--- config.mk ---
export PLATFORM = sky130hd
export DESIGN_NAME = lcd_win_timing
export DESIGN_NICKNAME = d
export VERILOG_FILES = /design/src/rtl/lwt_pkg.sv /design/src/rtl/lwt_div.sv /design/src/rtl/lwt_scan.sv /design/src/rtl/lwt_window.sv /design/src/rtl/lwt_out.sv /design/src/rtl/lcd_win_timing.sv
export SDC_FILE = /design/constraint.sdc
export NUM_CORES = 1
export LEC_CHECK = 0
export BUFFER_PORTS_ARGS = -buffer_cell sky130_fd_sc_hd__buf_2
export CAP_MARGIN = 20
export CORE_MARGIN = 2
export CORE_UTILIZATION = 40
export DETAILED_ROUTE_END_ITERATION = 8
export PLACE_DENSITY_LB_ADDON = 0.05
export SLEW_MARGIN = 20
export SYNTH_ARGS = -nofsm -noshare
export SYNTH_HDL_FRONTEND = slang
export SYNTH_SLANG_ARGS = --single-unit
--- constraint.sdc ---
create_clock -name clk -period 5.9 [get_ports clk]
set_clock_uncertainty 0.05 [all_clocks]
set_input_delay 1.18 -clock clk [delete_from_list [all_inputs] [get_ports clk]]
set_output_delay 1.18 -clock clk [all_outputs]
set_load 0.05 [all_outputs]
--- src/rtl/lwt_pkg.sv ---
package lwt_pkg;

   localparam int RGB_W = 18;

   typedef struct packed {
      logic hsync_n;
      logic vsync_n;
      logic hvalid;
      logic vvalid;
      logic pclk_en;
   } lwt_ctl_t;

   localparam lwt_ctl_t CTL_IDLE = '{hsync_n: 1'b1, vsync_n: 1'b1,
                                     hvalid: 1'b0, vvalid: 1'b0, pclk_en: 1'b0};

   // luma on top, chroma below, two zero pad bits in blue LSBs
   function automatic logic [RGB_W-1:0] yc_pack(input logic [7:0] y, input logic [7:0] c);
      return {y, c, 2'b00};
   endfunction

endpackage

--- src/rtl/lwt_div.sv ---
module lwt_div #(
   parameter int DIV = 6
) (
   input  logic clk,
   input  logic rst_n,
   output logic tick
);
   generate
      if (DIV == 1) begin : g_nodiv
         logic unused_ok;
         assign unused_ok = clk ^ rst_n;
         assign tick      = 1'b1;
      end else begin : g_cnt
         localparam int DW = $clog2(DIV);
         logic [DW-1:0] cnt;
         always_ff @(posedge clk or negedge rst_n) begin
            if (!rst_n)                  cnt <= '0;
            else if (cnt == DW'(DIV-1))  cnt <= '0;
            else                         cnt <= cnt + 1'b1;
         end
         assign tick = (cnt == DW'(DIV-1));
      end
   endgenerate
endmodule

--- src/rtl/lwt_scan.sv ---
module lwt_scan #(
   parameter int H_TOTAL = 520,
   parameter int V_TOTAL = 300,
   localparam int HCW = $clog2(H_TOTAL),
   localparam int VCW = $clog2(V_TOTAL)
) (
   input  logic           clk,
   input  logic           rst_n,
   input  logic           tick,
   output logic [HCW-1:0] h_cnt,
   output logic [VCW-1:0] v_cnt,
   output logic           frame_load
);
   localparam logic [HCW-1:0] H_LAST = HCW'(H_TOTAL-1);
   localparam logic [VCW-1:0] V_LAST = VCW'(V_TOTAL-1);

   logic h_end;
   assign h_end = (h_cnt == H_LAST);

   always_ff @(posedge clk or negedge rst_n) begin
      if (!rst_n) begin
         h_cnt <= '0;
         v_cnt <= '0;
      end else if (tick) begin
         if (h_end) begin
            h_cnt <= '0;
            v_cnt <= (v_cnt == V_LAST) ? '0 : v_cnt + 1'b1;
         end else begin
            h_cnt <= h_cnt + 1'b1;
         end
      end
   end

   assign frame_load = tick && h_end && (v_cnt == V_LAST);
endmodule

--- src/rtl/lwt_window.sv ---
module lwt_window
   import lwt_pkg::*;
#(
   parameter int FRAME_W = 352,
   parameter int FRAME_H = 288,
   parameter int WIN_W   = 176,
   parameter int WIN_H   = 220,
   parameter int H_TOTAL = 520,
   parameter int H_SYNC  = 148,
   parameter int H_START = 150,
   parameter int H_TAIL  = 16,
   parameter int V_TOTAL = 300,
   parameter int V_SYNC  = 12,
   parameter int V_START = 12,
   localparam int HCW = $clog2(H_TOTAL),
   localparam int VCW = $clog2(V_TOTAL),
   localparam int XW  = $clog2(FRAME_W),
   localparam int YW  = $clog2(FRAME_H)
) (
   input  logic           clk,
   input  logic           rst_n,
   input  logic           frame_load,
   input  logic [HCW-1:0] h_cnt,
   input  logic [VCW-1:0] v_cnt,
   input  logic [XW-1:0]  hpos_in,
   input  logic [YW-1:0]  vpos_in,
   output lwt_ctl_t       ctl_nx,
   output logic [XW-1:0]  src_x,
   output logic [YW-1:0]  src_y
);
   localparam int HW1 = HCW + 1;
   localparam int VW1 = VCW + 1;
   localparam logic [XW-1:0] HMAX = XW'(FRAME_W - WIN_W);
   localparam logic [YW-1:0] VMAX = YW'(FRAME_H - WIN_H);

   logic [XW-1:0]  hpos_q, hpos_cl;
   logic [YW-1:0]  vpos_q, vpos_cl;
   logic [HW1-1:0] hx, h_lo, h_hi, h_ce_hi;
   logic [VW1-1:0] vx, v_lo, v_hi;
   logic           h_in_win, v_in_win, h_in_frm, v_in_frm;

   assign hpos_cl = (hpos_in > HMAX) ? HMAX : hpos_in;
   assign vpos_cl = (vpos_in > VMAX) ? VMAX : vpos_in;

   always_ff @(posedge clk or negedge rst_n) begin
      if (!rst_n) begin
         hpos_q <= '0;
         vpos_q <= '0;
      end else if (frame_load) begin
         hpos_q <= hpos_cl;
         vpos_q <= vpos_cl;
      end
   end

   assign hx      = {1'b0, h_cnt};
   assign vx      = {1'b0, v_cnt};
   assign h_lo    = HW1'(H_START) + HW1'(hpos_q);
   assign h_hi    = h_lo + HW1'(WIN_W);
   assign h_ce_hi = h_hi + HW1'(H_TAIL);
   assign v_lo    = VW1'(V_START) + VW1'(vpos_q);
   assign v_hi    = v_lo + VW1'(WIN_H);

   assign h_in_win = (hx >= h_lo) && (hx < h_hi);
   assign v_in_win = (vx >= v_lo) && (vx < v_hi);
   assign h_in_frm = (hx >= HW1'(H_START)) && (hx < HW1'(H_START + FRAME_W));
   assign v_in_frm = (vx >= VW1'(V_START)) && (vx < VW1'(V_START + FRAME_H));

   always_comb begin
      ctl_nx.hsync_n = (hx >= HW1'(H_SYNC));
      ctl_nx.vsync_n = (vx >= VW1'(V_SYNC));
      ctl_nx.hvalid  = h_in_win;
      ctl_nx.vvalid  = v_in_win;
      ctl_nx.pclk_en = v_in_win && (hx >= h_lo) && (hx < h_ce_hi);
   end

   assign src_x = h_in_frm ? XW'(hx - HW1'(H_START)) : '0;
   assign src_y = v_in_frm ? YW'(vx - VW1'(V_START)) : '0;

   AST_POS_HOLD: assert property (@(posedge clk) disable iff (!rst_n)
      !frame_load |=> ($stable(hpos_q) && $stable(vpos_q)));
   AST_POS_CLAMP: assert property (@(posedge clk) disable iff (!rst_n)
      (hpos_q <= HMAX) && (vpos_q <= VMAX));
endmodule

--- src/rtl/lwt_out.sv ---
module lwt_out
   import lwt_pkg::*;
(
   input  logic             clk,
   input  logic             rst_n,
   input  logic             tick,
   input  lwt_ctl_t         ctl_nx,
   input  logic             thru_mode,
   input  logic [RGB_W-1:0] rgb_in,
   input  logic [7:0]       y_in,
   input  logic [7:0]       c_in,
   output lwt_ctl_t         ctl_q,
   output logic [RGB_W-1:0] rgb_q
);
   logic [RGB_W-1:0] rgb_nx;

   always_comb begin
      if (!(ctl_nx.hvalid && ctl_nx.vvalid)) rgb_nx = '0;
      else if (thru_mode)                    rgb_nx = yc_pack(y_in, c_in);
      else                                   rgb_nx = rgb_in;
   end

   always_ff @(posedge clk or negedge rst_n) begin
      if (!rst_n) begin
         ctl_q <= CTL_IDLE;
         rgb_q <= '0;
      end else if (tick) begin
         ctl_q <= ctl_nx;
         rgb_q <= rgb_nx;
      end
   end

   AST_BLACK_OUTSIDE: assert property (@(posedge clk) disable iff (!rst_n)
      !(ctl_q.hvalid && ctl_q.vvalid) |-> (rgb_q == '0));
   AST_OUT_STABLE: assert property (@(posedge clk) disable iff (!rst_n)
      !tick |=> ($stable(ctl_q) && $stable(rgb_q)));
   AST_HSYNC_NO_VALID: assert property (@(posedge clk) disable iff (!rst_n)
      !ctl_q.hsync_n |-> !ctl_q.hvalid);
   AST_VSYNC_NO_VALID: assert property (@(posedge clk) disable iff (!rst_n)
      !ctl_q.vsync_n |-> !ctl_q.vvalid);
   AST_CLK_COVERS_WIN: assert property (@(posedge clk) disable iff (!rst_n)
      (ctl_q.hvalid && ctl_q.vvalid) |-> ctl_q.pclk_en);
endmodule

--- src/rtl/lcd_win_timing.sv ---
module lcd_win_timing
   import lwt_pkg::*;
#(
   parameter int DIV     = 6,
   parameter int FRAME_W = 352,
   parameter int FRAME_H = 288,
   parameter int WIN_W   = 176,
   parameter int WIN_H   = 220,
   parameter int H_TOTAL = 520,
   parameter int H_SYNC  = 148,
   parameter int H_START = 150,
   parameter int H_TAIL  = 16,
   parameter int V_TOTAL = 300,
   parameter int V_SYNC  = 12,
   parameter int V_START = 12
) (
   input  logic                       clk,
   input  logic                       rst_n,
   input  logic [$clog2(FRAME_W)-1:0] hpos_in,
   input  logic [$clog2(FRAME_H)-1:0] vpos_in,
   input  logic                       thru_mode,
   input  logic [17:0]                rgb_in,
   input  logic [7:0]                 y_in,
   input  logic [7:0]                 c_in,
   output logic                       hsync_n,
   output logic                       vsync_n,
   output logic                       hvalid,
   output logic                       vvalid,
   output logic                       pclk_en,
   output logic [17:0]                rgb_out,
   output logic [$clog2(FRAME_W)-1:0] src_x,
   output logic [$clog2(FRAME_H)-1:0] src_y
);
   localparam int HCW = $clog2(H_TOTAL);
   localparam int VCW = $clog2(V_TOTAL);

   generate
      if (DIV < 1) begin : g_bad_div
         $error("DIV must be at least 1");
      end
      if (WIN_W > FRAME_W || WIN_H > FRAME_H) begin : g_bad_win
         $error("window larger than frame");
      end
      if (H_START < H_SYNC || V_START < V_SYNC) begin : g_bad_sync
         $error("valid region must start after sync");
      end
      if (H_START + FRAME_W + H_TAIL > H_TOTAL) begin : g_bad_htot
         $error("line too short for frame plus clock tail");
      end
      if (V_START + FRAME_H > V_TOTAL) begin : g_bad_vtot
         $error("frame period too short");
      end
   endgenerate

   logic           tick, frame_load;
   logic [HCW-1:0] h_cnt;
   logic [VCW-1:0] v_cnt;
   lwt_ctl_t       ctl_nx, ctl_q;

   lwt_div #(.DIV(DIV)) u_div (
      .clk(clk), .rst_n(rst_n), .tick(tick)
   );

   lwt_scan #(.H_TOTAL(H_TOTAL), .V_TOTAL(V_TOTAL)) u_scan (
      .clk(clk), .rst_n(rst_n), .tick(tick),
      .h_cnt(h_cnt), .v_cnt(v_cnt), .frame_load(frame_load)
   );

   lwt_window #(
      .FRAME_W(FRAME_W), .FRAME_H(FRAME_H), .WIN_W(WIN_W), .WIN_H(WIN_H),
      .H_TOTAL(H_TOTAL), .H_SYNC(H_SYNC), .H_START(H_START), .H_TAIL(H_TAIL),
      .V_TOTAL(V_TOTAL), .V_SYNC(V_SYNC), .V_START(V_START)
   ) u_win (
      .clk(clk), .rst_n(rst_n), .frame_load(frame_load),
      .h_cnt(h_cnt), .v_cnt(v_cnt), .hpos_in(hpos_in), .vpos_in(vpos_in),
      .ctl_nx(ctl_nx), .src_x(src_x), .src_y(src_y)
   );

   lwt_out u_out (
      .clk(clk), .rst_n(rst_n), .tick(tick), .ctl_nx(ctl_nx),
      .thru_mode(thru_mode), .rgb_in(rgb_in), .y_in(y_in), .c_in(c_in),
      .ctl_q(ctl_q), .rgb_q(rgb_out)
   );

   assign hsync_n = ctl_q.hsync_n;
   assign vsync_n = ctl_q.vsync_n;
   assign hvalid  = ctl_q.hvalid;
   assign vvalid  = ctl_q.vvalid;
   assign pclk_en = ctl_q.pclk_en;
endmodule

# --- Word level (Yosys, flattened, before mapping) ---
# Cells that the tools add are included.
totals:
  regBits: 63
  latch_bits: 0
  ramBits: 0
  romBits: 0
  mem_count: 0
classes:
  addsub: 10
  mul: 0
  n_div: 0
  order_cmp: 12
  n_eq_ne: 3
  shift: 0
  mux: 9
  bitwise: 0
  n_reduce_logical: 10
ops:
  columns: ["op", "n"]
  rows:
  - ["9-bit two-way mux", 5]
  - ["18-bit two-way mux", 2]
  - ["10-bit by 11-bit < comparator with 1-bit output", 2]
  - ["10-bit by 8-bit greater-or-equal comparator with 1-bit output (second input constant)", 2]
  - ["11-bit by 5-bit adder with 11-bit output (second input constant)", 1]
  - ["11-bit by 8-bit adder with 11-bit output (second input constant)", 1]
  - ["10-bit by 1-bit adder with 10-bit output (second input constant)", 1]
  - ["10-bit by 8-bit adder with 10-bit output (second input constant)", 1]
  - ["4-bit by 9-bit adder with 10-bit output (first input constant)", 1]
  - ["8-bit by 9-bit adder with 10-bit output (first input constant)", 1]
  - ["10-bit == test (second input constant)", 1]
  - ["10-bit greater-or-equal comparator", 1]
  - ["9-bit by 10-bit greater-or-equal comparator with 1-bit output", 1]
  - ["10-bit by 9-bit < comparator with 1-bit output (second input constant)", 1]
  - ["9-bit by 10-bit < comparator with 1-bit output", 1]
  - ["10-bit two-way mux", 1]
  - ["9-bit by 1-bit adder with 9-bit output (second input constant)", 1]
  - ["9-bit == test (second input constant)", 1]
  - ["9-bit by 4-bit greater-or-equal comparator with 1-bit output (second input constant)", 1]
  - ["9-bit by 7-bit greater-than comparator with 1-bit output (second input constant)", 1]
  - ["9-bit by 8-bit greater-than comparator with 1-bit output (second input constant)", 1]
  - ["1-bit logical AND", 9]
  - ["9-bit < comparator (second input constant)", 1]
  - ["9-bit by 4-bit subtractor with 9-bit output (second input constant)", 1]
  - ["5 further kinds", 5]

# --- Logic depth before layout (Yosys ltp) ---
# Gate-level depths: netlist of the first run.
depth:
  depth_word: 6
  depth_mapped: 17
  depth_no_buf: 16

# --- Modules after synthesis ---
# A second synthesis of the first run with hierarchy kept.
unflattened:
  cells_unflattened: 530
  hier_area_um2: 4797.1
modules_own_cells:
  columns: ["module", "n_inst", "cells_each", "area_per_inst_um2", "seq_area_each_um2"]
  rows:
  - ["lwt_window", 1, 339, 2652.5, 450.4]
  - ["lwt_out", 1, 89, 1074.8, 578.1]
  - ["lwt_scan", 1, 92, 953.4, 475.5]
  - ["lwt_div", 1, 10, 116.4, 75.1]

# --- Least setup slack after synthesis of the first run ---
# OpenSTA, ideal clock, no wires.
synth_path:
  path_type: "reg-to-reg"
  startpoint: "reg u_win.hpos_q[1]"
  endpoint: "reg u_out.rgb_q[16]"
  setup_time_ps: 92
  t_arrival_ps: 3522
  t_required_ps: 5758
  path_slack_ps: 2236
  stages_incl_launch_ff: 18
  n_path_buf: 1
  synth_period_minus_slack_ps: 3664
  cell_sequence: "dfrtp_1 inv_1 ha_1 nand2b_4 a31oi_1 nand2_1 ha_1 nor2b_1 a21oi_1 xnor2_1 ha_1 and2_1 nor2b_1 a221o_1 a21oi_1 o22ai_2 buf_4 o31ai_2"
synth_via:
  elab_chain_cells: 6
  elab_cells_between_ends: 7
  cone_classes: "add/sub: 2; order compare: 2; mux: 1; reduce/logical: 2"
synth_lines:
  columns: ["element", "line_no", "source"]
  rows:
  - ["start: declaration", "lwt_window.sv:36", "logic [XW-1:0] hpos_q, hpos_cl;"]
  - ["start signal: assignment", "lwt_window.sv:50", "hpos_q <= hpos_cl;"]
  - ["8-bit by 9-bit adder with 10-bit output (*)", "lwt_window.sv:57", "assign h_lo = HW1'(H_START) + HW1'(hpos_q);"]
  - ["11-bit by 8-bit adder with 11-bit output", "lwt_window.sv:58", "assign h_hi = h_lo + HW1'(WIN_W);"]
  - ["10-bit by 11-bit < comparator with 1-bit output", "lwt_window.sv:63", "assign h_in_win = (hx >= h_lo) && (hx < h_hi);"]
  - ["1-bit logical AND (*)", "lwt_window.sv:63", null]
  - ["1-bit logical AND (*)", "lwt_out.sv:18", "if (!(ctl_nx.hvalid && ctl_nx.vvalid)) rgb_nx = '0;"]
  - ["18-bit two-way mux (*)", "lwt_out.sv:18", null]
  - ["end signal: assignment", "lwt_out.sv:29", "rgb_q <= rgb_nx;"]
  - ["end: declaration", "lwt_out.sv:13", "output logic [RGB_W-1:0] rgb_q"]
# Every way passes the cells marked *; elsewhere a longest branch is shown, timed or not.
# A chain may end at the register's enable or synchronous reset.

# --- Worst setup path after layout of the first run ---
layout_path:
  startpoint: "reg u_win.hpos_q[1]"
  endpoint: "reg u_out.rgb_q[7]"
# The elaborated chain is that of the path after synthesis.

==> results of run 1 <==
[final timing paths]
check                                            start                     endpoint  slack (ns)  depth (start not counted)
hold / removal              u_out.rgb_q[8]$_DFFE_PN0P_   u_out.rgb_q[8]$_DFFE_PN0P_        0.42                          2
setup / recovery           u_win.hpos_q[1]$_DFFE_PN0P_   u_out.rgb_q[7]$_DFFE_PN0P_        1.70                         16
setup reg to reg           u_win.hpos_q[1]$_DFFE_PN0P_   u_out.rgb_q[7]$_DFFE_PN0P_        1.70                         16
min in group asynchronous                        rst_n  u_scan.h_cnt[5]$_DFFE_PN0P_        0.98                          2
hold reg to reg             u_out.rgb_q[8]$_DFFE_PN0P_   u_out.rgb_q[8]$_DFFE_PN0P_        0.42                          2
max in group asynchronous                        rst_n  u_win.vpos_q[2]$_DFFE_PN0P_        4.29                          2
[per-stage QoR]
stage / total power (uW) / instance area [sq um] / hold slack (ns)
after floorplan: 514 / 4720 / 0.423
after global placement: 557 / 5270 / 0.406
after detailed placement: 559 / 5270 / 0.410
after CTS: 1140 / 5590 / 0.427
after global routing: 1170 / 5590 / 0.442
final: 1120 / 5590 / 0.423
[cell type report]
cell class              instances  area (sq um)  area share (%)
multi-input cells             401          2920            52.3
repair buffers                 97           490            8.78
clock inverters                 4          70.1            1.25
flip-flops and latches         63          1580            28.3
clock buffers                  12           246            4.41
inverters                      27           101            1.81
well taps                     143           179            3.20
[critical path: cells and delay by family (launching register included)]
kind,cells,cell delay (ns)
buf+inv,1,0.06
fa+ha+maj,3,0.82
simple gates,5,0.77
compound gates,6,1.76
xor+xnor,1,0.13
flops,1,0.42
[synth_stat cells (8+ instances only)]
| cell | count |
|---|---|
| dfrtp_1 | 61 |
| o31ai_2 | 8 |
| clkbuf_1 | 15 |
| mux2i_1 | 17 |
| a22o_1 | 9 |
| nor3_1 | 10 |
| xor2_1 | 20 |
| ha_1 | 46 |
| o21ai_0 | 25 |
| a21oi_1 | 22 |
| o31ai_1 | 11 |
| xnor2_1 | 24 |
| inv_1 | 27 |
| nand2_1 | 53 |
| nand3_1 | 15 |
| nor2_1 | 42 |
[per-layer routing]
metal / track usage [%] / vias up / wire length [um]
met2: 33.8 / 65 / 6010
li1: - / 2024 / -
met3: 4.21 / 11 / 370
met4: 6.02 / 2 / 142
met5: 0 / - / 13
met1: 24.6 / 1907 / 5400
[cells by family (layout without fill, tap and decap cells)]
family / after synthesis / in the layout / share of synthesized area, %
fa+ha+maj: 46 / 46 / 12.2
compound gates: 129 / 129 / 20.7
mux: 17 / 17 / 3.61
flops: 63 / 63 / 33.5
xor+xnor: 44 / 44 / 8.17
simple gates: 165 / 165 / 17.2
buf+inv: 51 / 140 / 4.64
[registers in the layout (all words and copies together) (netlist names)]
| register | cells |
|---|---|
| u_scan.v_cnt | 9 |
| u_scan.h_cnt | 10 |
| u_out.ctl_q | 5 |
| u_win.hpos_q | 9 |
| u_out.rgb_q | 18 |
| u_div.g_cnt.cnt | 3 |
| u_win.vpos_q | 9 |
[power by group]
group          internal, uW  total (uW)  switching [uW]
sequential              436         442            5.91
clock                   380         574             194
combinational          48.1         109            60.8
==> summary.txt, run 1 <==
Status
  • Run status: complete, no violations

Critical path
  • CP endpoint kind: flip-flop
  • Worst path max stage delay: 0.87 ns
  • Crit-path max FO: 19
  • Crit start category: flip-flop
  • Required time of the critical path: ~6 ns
  • Crit Path Class: flip-flop to flip-flop
  • CP max stage cell: o22ai_2
  • Critical path arrival: about 4.3 ns
  • CP cell instances: inv_1 -> ha_1 -> nand2b_4 -> a31oi_1 -> nand2_1 -> ha_1 -> nor2b_1 -> a21oi_1 -> xnor2_1 -> ha_1 -> and2_1 -> nor2b_1 -> a221o_1 -> a21oi_1 -> o22ai_2 -> o31ai_1
  • Most common cell on crit path: ha_1

Job
  • Number of max-cap violations: 0

STA
  • Period utilization: a little under three quarters
  • Relative slew slack: 27.5%
  • Fmax: around 0.24 GHz
  • Setup TNS: 0 ns
  • Worst-margin pin slew: approximately 1.1 ns
  • RSZ-0062 raised after global routing: no
  • Final worst-path setup slack: about 1.7 ns
  • Crit path time final: around 4.2 ns
  • Hold Violations, Final: 0
  • Final Slew Violations: 0
  • Setup violations, final: 0

CTS
  • CTS Buffer Depth: 2
  • Hold Buf Count CTS: 0
  • CTS resizes: 0
  • H-tree levels: 3
  • Clock Tree Root: clkbuf_16
  • CTS tree: yes
  • Clock slew at reported path FFs: approximately 0.05 ns
  • Worst-Skew Late Latency: between 0.3 and 0.4 ns
  • # Post-CTS Setup Buffers: 0
  • Num CTS Buffers: 9
  • Clock Sinks: 63

Yosys
  • Ys async rst share: between 90% and 100%
  • Syn Nets: 616
  • Share of the synthesized area in the top cell type: approximately a third
  • Area leader, netlist: dfrtp_1
  • Synthesized area: approximately 4700 sq um
  • Sequential share of the synthesized area: about a third
  • Syn. warnings: 0
  • Area contributors post-synth: dfrtp_1 (32%), ha_1 (12%), xnor2_1 (4.5%)
  • Ys flop type: dfrtp_1
  • Seq cells post-synth: 63
  • Syn Area/Cell: 9.16 sq um
  • Unique masters post-synth: 70
  • Post-synth EDFFs: 0
  • Post-Synthesis Cells: slightly above 500

Finish
  • Number of diodes: 0
  • Fin nets: 700
  • Commonest non-fill, non-tap cell in the layout: buf_2
  • Share of cells above drive strength 1: between 20% and 30%
  • Most frequent cells in the layout: buf_2 (95), dfrtp_1 (61), nand2_1 (53), ha_1 (46), nor2_1 (42)
  • Fillers: 1119
  • Fin cells: 747
  • Layout Utilization: between 40% and 50%
  • Area grow syn2layout: 18.4%

Floorplanning
  • Placement row count: 39
  • Die Y: about 110 um
  • Initial cell density of the core: around two fifths
  • Core footprint: approximately 11000 sq um
  • I/O pin count: 96
  • Die W: 113 um
  • Die ar.: between 10000 and 15000 sq um

Global routing
  • Vias in the first global route: ~4000
  • Total GRT Usage: 19.6%
  • Grt total ovfl: 0
  • Global-route wire length before repair: approximately 20000 um
  • Initial antenna violation count: 1
  • Largest net degree at the start of global routing: 64

Place
  • PortBufs: 95
  • Pre-CTS setup slack: 1.69 ns
  • Post-DP HPWL: roughly 9000 um
  • Placed insts: approximately 730
  • Placer Congestion: 0.915

Hold path
  • Hold Crit Class: flip-flop to flip-flop

Drt
  • WL final: ~12000 um
  • DRC: 0
  • Vias/cell: around 5.4
  • Iteration-0 DRC Markers: approximately 190
  • First-pass DRT Iterations: 4
  • Vias: 4009
  • Wire per inst: between 15 and 20 um
  • Post-DRT Antenna Nets: 0

Power and ir drop
  • Worst ir drop on vdd: 0.140 mV
  • Cell Pwr Density: 201 nW/um^2
  • Leak Pwr: 0.00279 uW
No activity file was read; power rests on OpenSTA's default activity.
==> run 2, diff against run 1 <==
- ABC_AREA: unset -> 1
- clock period: 5.9 -> 3.8 ns (I/O delays scaled with it)
==> summary.txt, run 2 <==
Status
  • Run status: complete, no violations

Critical path
  • Crit Path Class: flip-flop to output pin
  • Crit start category: flip-flop
  • Worst path max stage delay: 0.63 ns (-0.24 ns)
  • CP max stage cell: o311ai_0
  • WP buf/inv: 2 (+1)
  • CP cell instances: ha_1 -> inv_1 -> o311ai_0 -> nand2_1 -> a21oi_1 -> buf_2
  • Crit-path max FO: 9 (-10)
  • Critical path's top delay family: compound AO/OA/AOI/OAI gates
  • Critical path arrival: 2.70 ns (-1.61 ns)
  • CP endpoint kind: output pin
  • Required time of the critical path: 2.99 ns (-3.03 ns)

Yosys
  • Post-synth EDFFs: 0 (unchanged)
  • Sequential share of the synthesized area: 31.7% (-1.7 points)
  • Ys flop type: dfrtp_1
  • Syn. warnings: 0 (unchanged)
  • Unique masters post-synth: 54 (-23%)
  • Ys async rst share: 100% (unchanged)
  • Synth top cells by count: nand2_1 (143), inv_1 (81), dfrtp_1 (61)
  • Synthesized area: 4980 sq um (+5.5%)
  • Share of the synthesized area in the top cell type: 30.7% (-1.7 points)
  • Post-Synthesis Cells: 638 (+24%)
  • Area contributors post-synth: dfrtp_1 (31%), ha_1 (12%), nand2_1 (11%)
  • Seq cells post-synth: 63 (unchanged)
  • Syn Nets: 739 (+20%)
  • Syn Area/Cell: 7.80 sq um (-15%)
  • Count leader, synth: nand2_1
  • Area leader, netlist: dfrtp_1

Finish
  • Share of cells above drive strength 1: 23.7% (+1.7 points)
  • Number of diodes: 0 (unchanged)
  • Area grow syn2layout: 18.3% (about the same)
  • Max reg flops: 18 (unchanged)
  • Fin cells: 906 (+21%)
  • Final Cell Area: 5890 sq um (+5.4%)
  • Most frequent cells in the layout: nand2_1 (143), buf_2 (95), inv_1 (81), dfrtp_1 (61), nor2_1 (54)
  • Biggest regs: u_out.rgb_q: 18 flops, u_scan.h_cnt: 10 flops
  • Biggest register: u_out.rgb_q
  • Commonest non-fill, non-tap cell in the layout: nand2_1
  • Fin nets: 835 (+19%)

Place
  • Placed insts: 891 (+22%)
  • Placed instance area: 5610 sq um (+6.4%)
  • PortBufs: 95 (unchanged)
  • Post-DP HPWL: 10100 um (+13%)
  • Placer Congestion: 0.883 (-3.4%)

Drt
  • Vias: 4562 (+14%)
  • Wire per inst: 14.1 um (-12%)
  • WL final: 12700 um (+6.7%)
  • First-pass DRT Iterations: 4 (unchanged)
  • Post-DRT Antenna Nets: 0 (unchanged)
  • Iteration-0 DRC Markers: 225 (+20%)
  • Vias/cell: 5.04 (-6.2%)
  • DRC: 0 (unchanged)

CTS
  • CTS Buffer Depth: 2 (unchanged)
  • CTS resizes: 0 (unchanged)
  • CTS tree: yes
  • Num CTS Buffers: 9 (unchanged)
  • Clock Sinks: 63 (unchanged)
  • Clock slew at reported path FFs: 0.05 ns (about the same)
  • Hold Buf Count CTS: 0 (unchanged)
  • Clock Tree Root: clkbuf_16
  • Worst-Skew Late Latency: 0.33 ns (about the same)
  • # Post-CTS Setup Buffers: 0 (unchanged)
  • H-tree levels: 3 (unchanged)

Power and ir drop
  • Final Power: 1530 uW (+36%)
  • Worst ir drop on vdd: 0.151 mV (+7.9%)
  • Cell Pwr Density: 261 nW/um^2 (+29%)
  • Leak Pwr: 0.00327 uW (+17%)

STA
  • Hold Slack: 0.419 ns (-0.00373 ns)
  • RSZ-0062 raised after global routing: no
  • Crit path time final: 3.51 ns
  • Setup TNS: 0 ns (unchanged)
  • Relative slew slack: 50.2% (+23 points)
  • Period utilization: 92.4%
  • Setup violations, final: 0 (unchanged)
  • Final Slew Violations: 0 (unchanged)
  • Hold Violations, Final: 0 (unchanged)
  • Worst-margin pin slew: 0.738 ns (-0.349 ns)
  • Fmax: about 0.28 GHz

Floorplanning
  • Die W: 116 um (+2.6%)
  • I/O pin count: 96 (unchanged)
  • Core footprint: 12100 sq um (+5.2%)
  • Placement row count: 40 (+2.6%)
  • Die ar.: 13300 sq um (+5.3%)
  • Die Y: 116 um (+2.6%)
  • Initial cell density of the core: 41.3% (+0.11 points)

Hold path
  • Hold Crit Class: flip-flop to flip-flop

Global routing
  • Global-route wire length before repair: 21300 um (+6.3%)
  • Largest net degree at the start of global routing: 32 (-50%)
  • Initial antenna violation count: 0 (-1)
  • Total GRT Usage: 20.2% (+0.59 points)
  • Grt total ovfl: 0 (unchanged)
  • Vias in the first global route: 4465 (+11%)

Job
  • Number of max-cap violations: 0 (unchanged)
-- run 2: cell families (layout without fill, tap and decap cells) --
family,after synthesis,after routing,synth area share (%)
adder cells (fa/ha/maj),46,46,11.6
buffers and inverters,104,204,8.37
multiplexers,16,16,3.62
XOR/XNOR,23,23,4.35
AND/OR/NAND/NOR,309,309,31.2
flip-flops,63,63,31.7
AO/OA/AOI/OAI,77,77,9.18
-- run 2: final cells by class --
cell class	count	area (sq um)
clock buffer	11	233
clock inverter	4	47.5
fill	1217	6170
inverter	92	348
multi-input combinational	471	2980
sequential	63	1580
tap	168	210
timing repair buffer	97	490
-- run 2: tightest hold or removal path: stages (launching register included) --
cell and delay, ns:
dfstp_2 0.36, nand2_1 0.06, nand2_1 0.05
-- run 2: worst paths after layout --
kind                                        startpoint                          end  slack, ns  cells after the start
max reg2reg                u_win.hpos_q[1]$_DFFE_PN0P_  u_out.rgb_q[15]$_DFFE_PN0P_       0.72                     16
min reg2reg                 u_out.ctl_q[4]$_DFFE_PN1P_   u_out.ctl_q[4]$_DFFE_PN1P_       0.42                      2
max                        u_scan.v_cnt[2]$_DFFE_PN0P_                     src_y[7]       0.29                      6
min in group asynchronous                        rst_n  u_scan.v_cnt[0]$_DFFE_PN0P_       0.45                      1
min                         u_out.ctl_q[4]$_DFFE_PN1P_   u_out.ctl_q[4]$_DFFE_PN1P_       0.42                      2
max in group asynchronous                        rst_n   u_out.ctl_q[3]$_DFFE_PN1P_       2.43                      2
-- run 2: where the power goes --
| group | total, uW | internal (uW) | switching [uW] | leakage, uW |
|---|---|---|---|---|
| registers | 672 | 672 | 0 | 0.000791 |
| logic | 67.1 | 35.1 | 32.0 | 0.00234 |
| clock network | 796 | 502 | 295 | 0.000135 |
-- run 2: metrics by stage --
step / setup slack, ns / util [%]
3_3_place_gp: 0.597 / 46.5
5_1_grt: 0.0132 / 48.8
2_1_floorplan: 0.577 / -
6_report: 0.290 / 48.8
4_1_cts: 0.225 / 48.8
3_5_place_dp: 0.595 / 46.5
-- run 2: per-layer routing --
metal  global-route usage (%)  up-vias  part of all wire (%)
met5                        0        -                     0
met1                     24.8     2154                    43
li1                         -     2306                     -
met3                     3.56       21                   3.1
met4                     7.39        0                   2.1
met2                     35.4       81                    51
